--- src/rtl/dbgq_pkg.sv ---
package dbgq_pkg;
  localparam int FLD_PRIV_LO  = 1;
  localparam int FLD_PRIV_HI  = 2;
  localparam int FLD_HIGHER   = 13;
  localparam int FLD_SEC_LO   = 14;
  localparam int FLD_SEC_HI   = 15;
  localparam int FLD_LINK_LO  = 16;
  localparam int LINK_W       = 4;
  localparam int FLD_LINK_EN  = 20;
  localparam int FLD_GLOBAL   = 15;
  localparam int MIN_CTRL_W   = 21;

  typedef enum logic [1:0] {
    SEC_ANY    = 2'd0,
    SEC_NS_A   = 2'd1,
    SEC_ONLY_S = 2'd2,
    SEC_NS_B   = 2'd3
  } sec_sel_e;

  typedef struct packed {
    logic              priv_l0;
    logic              priv_l1;
    logic              higher;
    sec_sel_e          sec_sel;
    logic [LINK_W-1:0] link_slot;
    logic              link_en;
  } slot_fields_t;

  function automatic slot_fields_t unpack_fields(input logic [MIN_CTRL_W-1:0] w);
    slot_fields_t f;
    f.priv_l1   = w[FLD_PRIV_LO];
    f.priv_l0   = w[FLD_PRIV_HI];
    f.higher    = w[FLD_HIGHER];
    f.sec_sel   = sec_sel_e'(w[FLD_SEC_HI:FLD_SEC_LO]);
    f.link_slot = w[FLD_LINK_LO +: LINK_W];
    f.link_en   = w[FLD_LINK_EN];
    return f;
  endfunction
endpackage

--- src/rtl/dbgq_slot_rules.sv ---
module dbgq_slot_rules
  import dbgq_pkg::*;
#(
  parameter int NUM_SLOTS = 6,
  parameter int CTRL_W    = 32,
  parameter int EL_W      = 3,
  parameter bit IS_DATA   = 1'b0
) (
  input  logic                 raw_hit,
  input  logic [CTRL_W-1:0]    ctrl,
  input  logic [EL_W-1:0]      cur_el,
  input  logic                 secure,
  input  logic                 unpriv,
  input  logic [NUM_SLOTS-1:0] ctx_match,
  output logic                 qualified
);
  slot_fields_t f;
  logic el_valid;
  logic [1:0] eff_el;
  logic sec_ok;
  logic priv_ok;
  logic link_ok;
  logic link_sel;

  always_comb begin
    f        = unpack_fields(ctrl[MIN_CTRL_W-1:0]);
    el_valid = (cur_el <= EL_W'(3));
    eff_el   = cur_el[1:0];
    if (IS_DATA && unpriv) eff_el = 2'd0;

    unique case (f.sec_sel)
      SEC_ANY:            sec_ok = 1'b1;
      SEC_ONLY_S:         sec_ok = secure;
      SEC_NS_A, SEC_NS_B: sec_ok = !secure;
      default:            sec_ok = 1'b0;
    endcase

    unique case (eff_el)
      2'd0:       priv_ok = f.priv_l0;
      2'd1:       priv_ok = f.priv_l1;
      2'd2, 2'd3: priv_ok = f.higher;
      default:    priv_ok = 1'b0;
    endcase

    link_sel = 1'b0;
    for (int i = 0; i < NUM_SLOTS; i++) begin
      if (f.link_slot == LINK_W'(i)) link_sel = ctx_match[i];
    end
    link_ok = !f.link_en || link_sel;

    qualified = raw_hit && el_valid && sec_ok && priv_ok && link_ok;
  end
endmodule

--- src/rtl/dbgq_lowest.sv ---
module dbgq_lowest #(
  parameter int NUM_SLOTS = 6,
  parameter int IDX_W     = $clog2(NUM_SLOTS)
) (
  input  logic [NUM_SLOTS-1:0] req,
  output logic                 any,
  output logic [IDX_W-1:0]     idx
);
  always_comb begin
    any = 1'b0;
    idx = '0;
    for (int i = NUM_SLOTS - 1; i >= 0; i--) begin
      if (req[i]) begin
        any = 1'b1;
        idx = IDX_W'(i);
      end
    end
  end
endmodule

--- src/rtl/dbgq_top.sv ---
module dbgq_top
  import dbgq_pkg::*;
#(
  parameter int NUM_SLOTS = 6,
  parameter int CTRL_W    = 32,
  parameter int EL_W      = 3,
  localparam int IDX_W    = (NUM_SLOTS > 1) ? $clog2(NUM_SLOTS) : 1
) (
  input  logic                        clk,
  input  logic                        rst,
  input  logic [NUM_SLOTS-1:0]        bp_hit,
  input  logic [NUM_SLOTS-1:0]        wp_hit,
  input  logic [NUM_SLOTS*CTRL_W-1:0] bp_ctrl,
  input  logic [NUM_SLOTS*CTRL_W-1:0] wp_ctrl,
  input  logic [EL_W-1:0]             cur_el,
  input  logic                        secure,
  input  logic                        wp_unpriv,
  input  logic [CTRL_W-1:0]           dbg_ctrl,
  input  logic                        dbg_allowed,
  input  logic [NUM_SLOTS-1:0]        ctx_match,
  output logic                        bp_event,
  output logic [IDX_W-1:0]            bp_idx,
  output logic                        wp_event,
  output logic [IDX_W-1:0]            wp_idx
);
  logic [NUM_SLOTS-1:0] bp_q;
  logic [NUM_SLOTS-1:0] wp_q;
  logic gate_open;
  logic bp_any, wp_any;
  logic [IDX_W-1:0] bp_sel, wp_sel;

  assign gate_open = dbg_ctrl[FLD_GLOBAL] && dbg_allowed;

  for (genvar s = 0; s < NUM_SLOTS; s++) begin : g_slot
    dbgq_slot_rules #(
      .NUM_SLOTS(NUM_SLOTS), .CTRL_W(CTRL_W), .EL_W(EL_W), .IS_DATA(1'b0)
    ) u_bp (
      .raw_hit  (bp_hit[s]),
      .ctrl     (bp_ctrl[s*CTRL_W +: CTRL_W]),
      .cur_el   (cur_el),
      .secure   (secure),
      .unpriv   (wp_unpriv),
      .ctx_match(ctx_match),
      .qualified(bp_q[s])
    );
    dbgq_slot_rules #(
      .NUM_SLOTS(NUM_SLOTS), .CTRL_W(CTRL_W), .EL_W(EL_W), .IS_DATA(1'b1)
    ) u_wp (
      .raw_hit  (wp_hit[s]),
      .ctrl     (wp_ctrl[s*CTRL_W +: CTRL_W]),
      .cur_el   (cur_el),
      .secure   (secure),
      .unpriv   (wp_unpriv),
      .ctx_match(ctx_match),
      .qualified(wp_q[s])
    );
  end

  dbgq_lowest #(.NUM_SLOTS(NUM_SLOTS), .IDX_W(IDX_W)) u_bp_pick (
    .req(bp_q), .any(bp_any), .idx(bp_sel)
  );
  dbgq_lowest #(.NUM_SLOTS(NUM_SLOTS), .IDX_W(IDX_W)) u_wp_pick (
    .req(wp_q), .any(wp_any), .idx(wp_sel)
  );

  always_ff @(posedge clk) begin
    if (rst) begin
      bp_event <= 1'b0;
      bp_idx   <= '0;
      wp_event <= 1'b0;
      wp_idx   <= '0;
    end else begin
      bp_event <= gate_open && bp_any;
      bp_idx   <= (gate_open && bp_any) ? bp_sel : '0;
      wp_event <= gate_open && wp_any;
      wp_idx   <= (gate_open && wp_any) ? wp_sel : '0;
    end
  end
endmodule

--- config.mk ---
export PLATFORM = sky130hd
export DESIGN_NAME = dbgq_top
export DESIGN_NICKNAME = d
export VERILOG_FILES = /design/src/rtl/dbgq_pkg.sv /design/src/rtl/dbgq_slot_rules.sv /design/src/rtl/dbgq_lowest.sv /design/src/rtl/dbgq_top.sv
export SDC_FILE = /design/constraint.sdc
export NUM_CORES = 1
export LEC_CHECK = 0
export BUFFER_PORTS_ARGS = -buffer_cell sky130_fd_sc_hd__buf_2
export CORE_AREA = 10 10 165 167
export CTS_CLUSTER_SIZE = 28
export DETAILED_ROUTE_END_ITERATION = 7
export DIE_AREA = 0 0 175 177
export GPL_ROUTABILITY_DRIVEN = 0
export PLACE_DENSITY_LB_ADDON = 0.2
export SLEW_MARGIN = 20
export SYNTH_ARGS = -nofsm -noshare
export SYNTH_HDL_FRONTEND = slang
export SYNTH_SLANG_ARGS = --single-unit
--- constraint.sdc ---
create_clock -name clk -period 2.3 [get_ports clk]
set_clock_uncertainty 0.2 [all_clocks]
set_input_delay 0.115 -clock clk [delete_from_list [all_inputs] [get_ports clk]]
set_output_delay 0.115 -clock clk [all_outputs]
set_load 0.1 [all_outputs]
==> qor.txt <==
=================================================================================
Die Span X                                                                 175 um
NetSw                                                                      284 uW
Warnings from Yosys                                                             0
Die extent in y                                                            177 um
Final layout net count                                                        831
Total inserted antenna cells                                                    0
Routed length on met2                                                     4830 um
Cell types with the largest area share after synthesis               sky130_fd_sc_hd__mux2i_1, sky130_fd_sc_hd__dfxtp_1, sky130_fd_sc_hd__mux4_2
Class of the most critical hold timing path                             in -> reg
Syn avg cell area                                                        7.76 um2
Share of total power in sequential cells                                    16.1%
Filler cell count                                                            2857
Synth Instances                                                               221
Cell Int Power                                                             601 uW
Vias per std cell                                                            3.29
Endpoint of the worst hold path                                          wp_event
Number of levels in the clock H-tree                                            1
Yosys top cell by area                                               sky130_fd_sc_hd__mux2i_1
Post-synthesis instance area                                          0.00172 mm2
Number of antenna violations at the first check in global routing               1
Highest routed layer                                                         met5
Count of standard-cell rows                                                    57
Maximum number of pins on one net before global-route repair                   21
Number of max-slew violations in the final report                               0
Hold violation total from the final report                                      0
RSZ-0062 raised after global routing                                           no
Number of buffers added by the clock tree synthesis step                        3
IR Drop Worst-Case VDD                                                   0.214 mV
Slew HR                                                                     44.8%
Share of layout cells above drive strength 1                                51.9%
Area enclosed by the die boundary                                      0.0310 mm2
Via count of the first global-routing pass                                   2592
Clock network fraction of design power                                      32.3%
Clock Sink Count                                                                8
1st-pass router iterations                                                      4
Dominant register cell in the synthesized netlist                    sky130_fd_sc_hd__dfxtp_1
Fraction of power spent switching nets                                      32.1%
Clock root buffer                                                    sky130_fd_sc_hd__clkbuf_16
Total design power                                                         885 uW
Sequential area share after synthesis                                       9.34%
Most frequent cells in the layout                                    sky130_fd_sc_hd__buf_2, sky130_fd_sc_hd__mux2i_1, sky130_fd_sc_hd__nand2_1
Detailed-placement wirelength estimate                                   10400 um
Wire length of the first global-routing pass                             16400 um
Most common cell after layout, fill and taps aside                   sky130_fd_sc_hd__buf_2
Hold Path Origin                                                      dbg_allowed
Depth of the worst hold-timing path                                             4
Max Buffers Root-to-Sink                                                        2
Number of DRC violations after detailed-routing iteration 0                    70
Area of the core                                                       0.0240 mm2
Syn nets                                                                      663
Post-route antenna net violation count                                          0
Slew @ Worst Pin                                                         0.826 ns
Share of the clock period used by the worst path                            91.9%
CTS tree                                                                    built
Worst hold margin                                                       0.0349 ns
Clock Pin Slew Worst Setup and Hold Paths                                 0.04 ns
Result of the run                                                    finished clean
Initial standard-cell utilization of the core                               7.16%
Routed metal-1 wirelength                                                 5620 um
Final std cell area, no fill                                          0.00314 mm2
Number of distinct library cells after synthesis                               50
CP max FO                                                                       2
Synthesized flop and latch total                                                8
Crit path required time                                                   2.21 ns
Critical path launch point type                                         input pin
Portion of synthesized cell area occupied by the leading cell type          15.2%
Wire length per cell                                                      16.2 um
Number of DRC violations after detailed routing                                 0
Area used by sequential logic in the layout                               160 um2
Total gr overflow                                                               0
WS Path Type                                                            in -> reg
Footprint of the multi-input gates                                    0.00143 mm2
Via count                                                                    2339
First element of the critical path                                   wp_ctrl[176]
Static Leak                                                               1.42 nW
Layout overhead on the synthesized area                                     83.2%
Number of buffers inserted to repair setup after CTS                            0
Post-synth EDFFs                                                                0
GRT Resource Usage Total                                                    7.03%
Data arrival time at the worst-slack endpoint                             2.02 ns
Logic gate share of total power                                             51.6%
Total detailed-routing wirelength                                        11500 um
Cell Pwr Density                                                       282 mW/mm2
Async SR Flop Fraction                                                         0%
Setup-violating endpoint count in the final report                              0
Max_cap viols                                                                   0
Post-placement cell area                                              0.00304 mm2
Shortest clock period the worst path allows after layout                  2.11 ns
CP endpoint kind                                                         register
I/O Pins                                                                      450
Buffers added on ports                                                        154
Detail Route met3 WL                                                       967 um
Highest attainable clock frequency                                        473 MHz
=================================================================================
-- logic make-up (layout without fill, tap and decap cells) --
kind of cell	count (synthesis)	count (layout)	share of synthesized area, %
simple gates	81	81	28.5
compound gates	67	67	29.0
flops	8	8	9.34
mux	36	36	25.0
buf+inv	29	195	8.17
-- layout make-up --
cell class | instances | area share [%]
clock buffers | 3 | 2.39
flip-flops and latches | 8 | 5.10
multi-input cells | 184 | 45.4
repair buffers | 176 | 32.3
inverters | 16 | 1.91
well taps | 324 | 12.9
-- state kept, by name, indices dropped and copies added (netlist names) --
name,count
bp_idx,3
wp_idx,3
bp_event,1
wp_event,1
-- power by group through the flow --
stage               registers, mW  clock network, mW  logic [mW]
finish                      0.143              0.286       0.457
global route                0.143              0.298       0.511
CTS                         0.143              0.293       0.468
detailed placement          0.145                  0       0.464
global placement            0.145                  0       0.458
floorplan                   0.161                  0       0.185
-- what timing repair did --
item | in CTS | in global routing
setup endpoints to repair | 1 | 2
hold buffers | 1 | 0
gates resized for setup | 1 | 2
endpoints found under the hold margin | 1 | 0
-- cells in the mapped netlist (3+ instances only) --
master,count
sky130_fd_sc_hd__mux2_2,5
sky130_fd_sc_hd__and4b_1,3
sky130_fd_sc_hd__o211ai_1,4
sky130_fd_sc_hd__buf_2,4
sky130_fd_sc_hd__mux4_2,5
sky130_fd_sc_hd__buf_4,3
sky130_fd_sc_hd__a2111oi_0,5
sky130_fd_sc_hd__nor3b_1,9
sky130_fd_sc_hd__or3b_2,6
sky130_fd_sc_hd__o221ai_1,3
sky130_fd_sc_hd__a221oi_1,7
sky130_fd_sc_hd__clkbuf_1,4
sky130_fd_sc_hd__nand3b_1,3
sky130_fd_sc_hd__nand2_1,19
sky130_fd_sc_hd__nor2_1,9
sky130_fd_sc_hd__inv_1,16
sky130_fd_sc_hd__mux2i_1,26
sky130_fd_sc_hd__nor2b_1,9
sky130_fd_sc_hd__o21ai_0,11
sky130_fd_sc_hd__nand2b_1,8
sky130_fd_sc_hd__a22oi_1,5
sky130_fd_sc_hd__and2_1,3
sky130_fd_sc_hd__a21oi_1,11
sky130_fd_sc_hd__dfxtp_1,8
-- worst max path at each step --
stage	to	slack [ns]	cells past startpoint
2_1_floorplan	wp_event	0.48	5
3_3_place_gp	wp_event	-0.23	8
3_5_place_dp	wp_idx[0]	-0.25	8
4_1_cts	wp_event	0.07	8
5_1_grt	wp_event	0.08	8
6_report	wp_event	0.19	8
-- critical path, cell delays in order --
cell and delay (ns):
sky130_fd_sc_hd__buf_2 0.11, sky130_fd_sc_hd__mux4_2 0.50, sky130_fd_sc_hd__a22oi_2 0.29, sky130_fd_sc_hd__buf_4 0.16
sky130_fd_sc_hd__a2111oi_1 0.10, sky130_fd_sc_hd__buf_4 0.16, sky130_fd_sc_hd__o21bai_1 0.16, sky130_fd_sc_hd__o41a_1 0.42
-- metrics by stage --
step                setup WS, ns  util [%]  std cells  setup TNS [ns]
floorplan                  0.477         -        221               0
global placement          -0.231      12.7        707          -0.672
detailed placement        -0.251      12.7        707          -0.732
CTS                       0.0743      13.1        711               0
global route              0.0828      13.1        711               0
finish                     0.186      13.1        711               0
-- routing by layer --
metal,vias to the layer above,track usage [%]
li1,1188,-
met1,1032,9.54
met2,109,10.6
met5,-,0
met3,8,2.62
met4,2,0.918
Power figures use the tool's default switching activity.
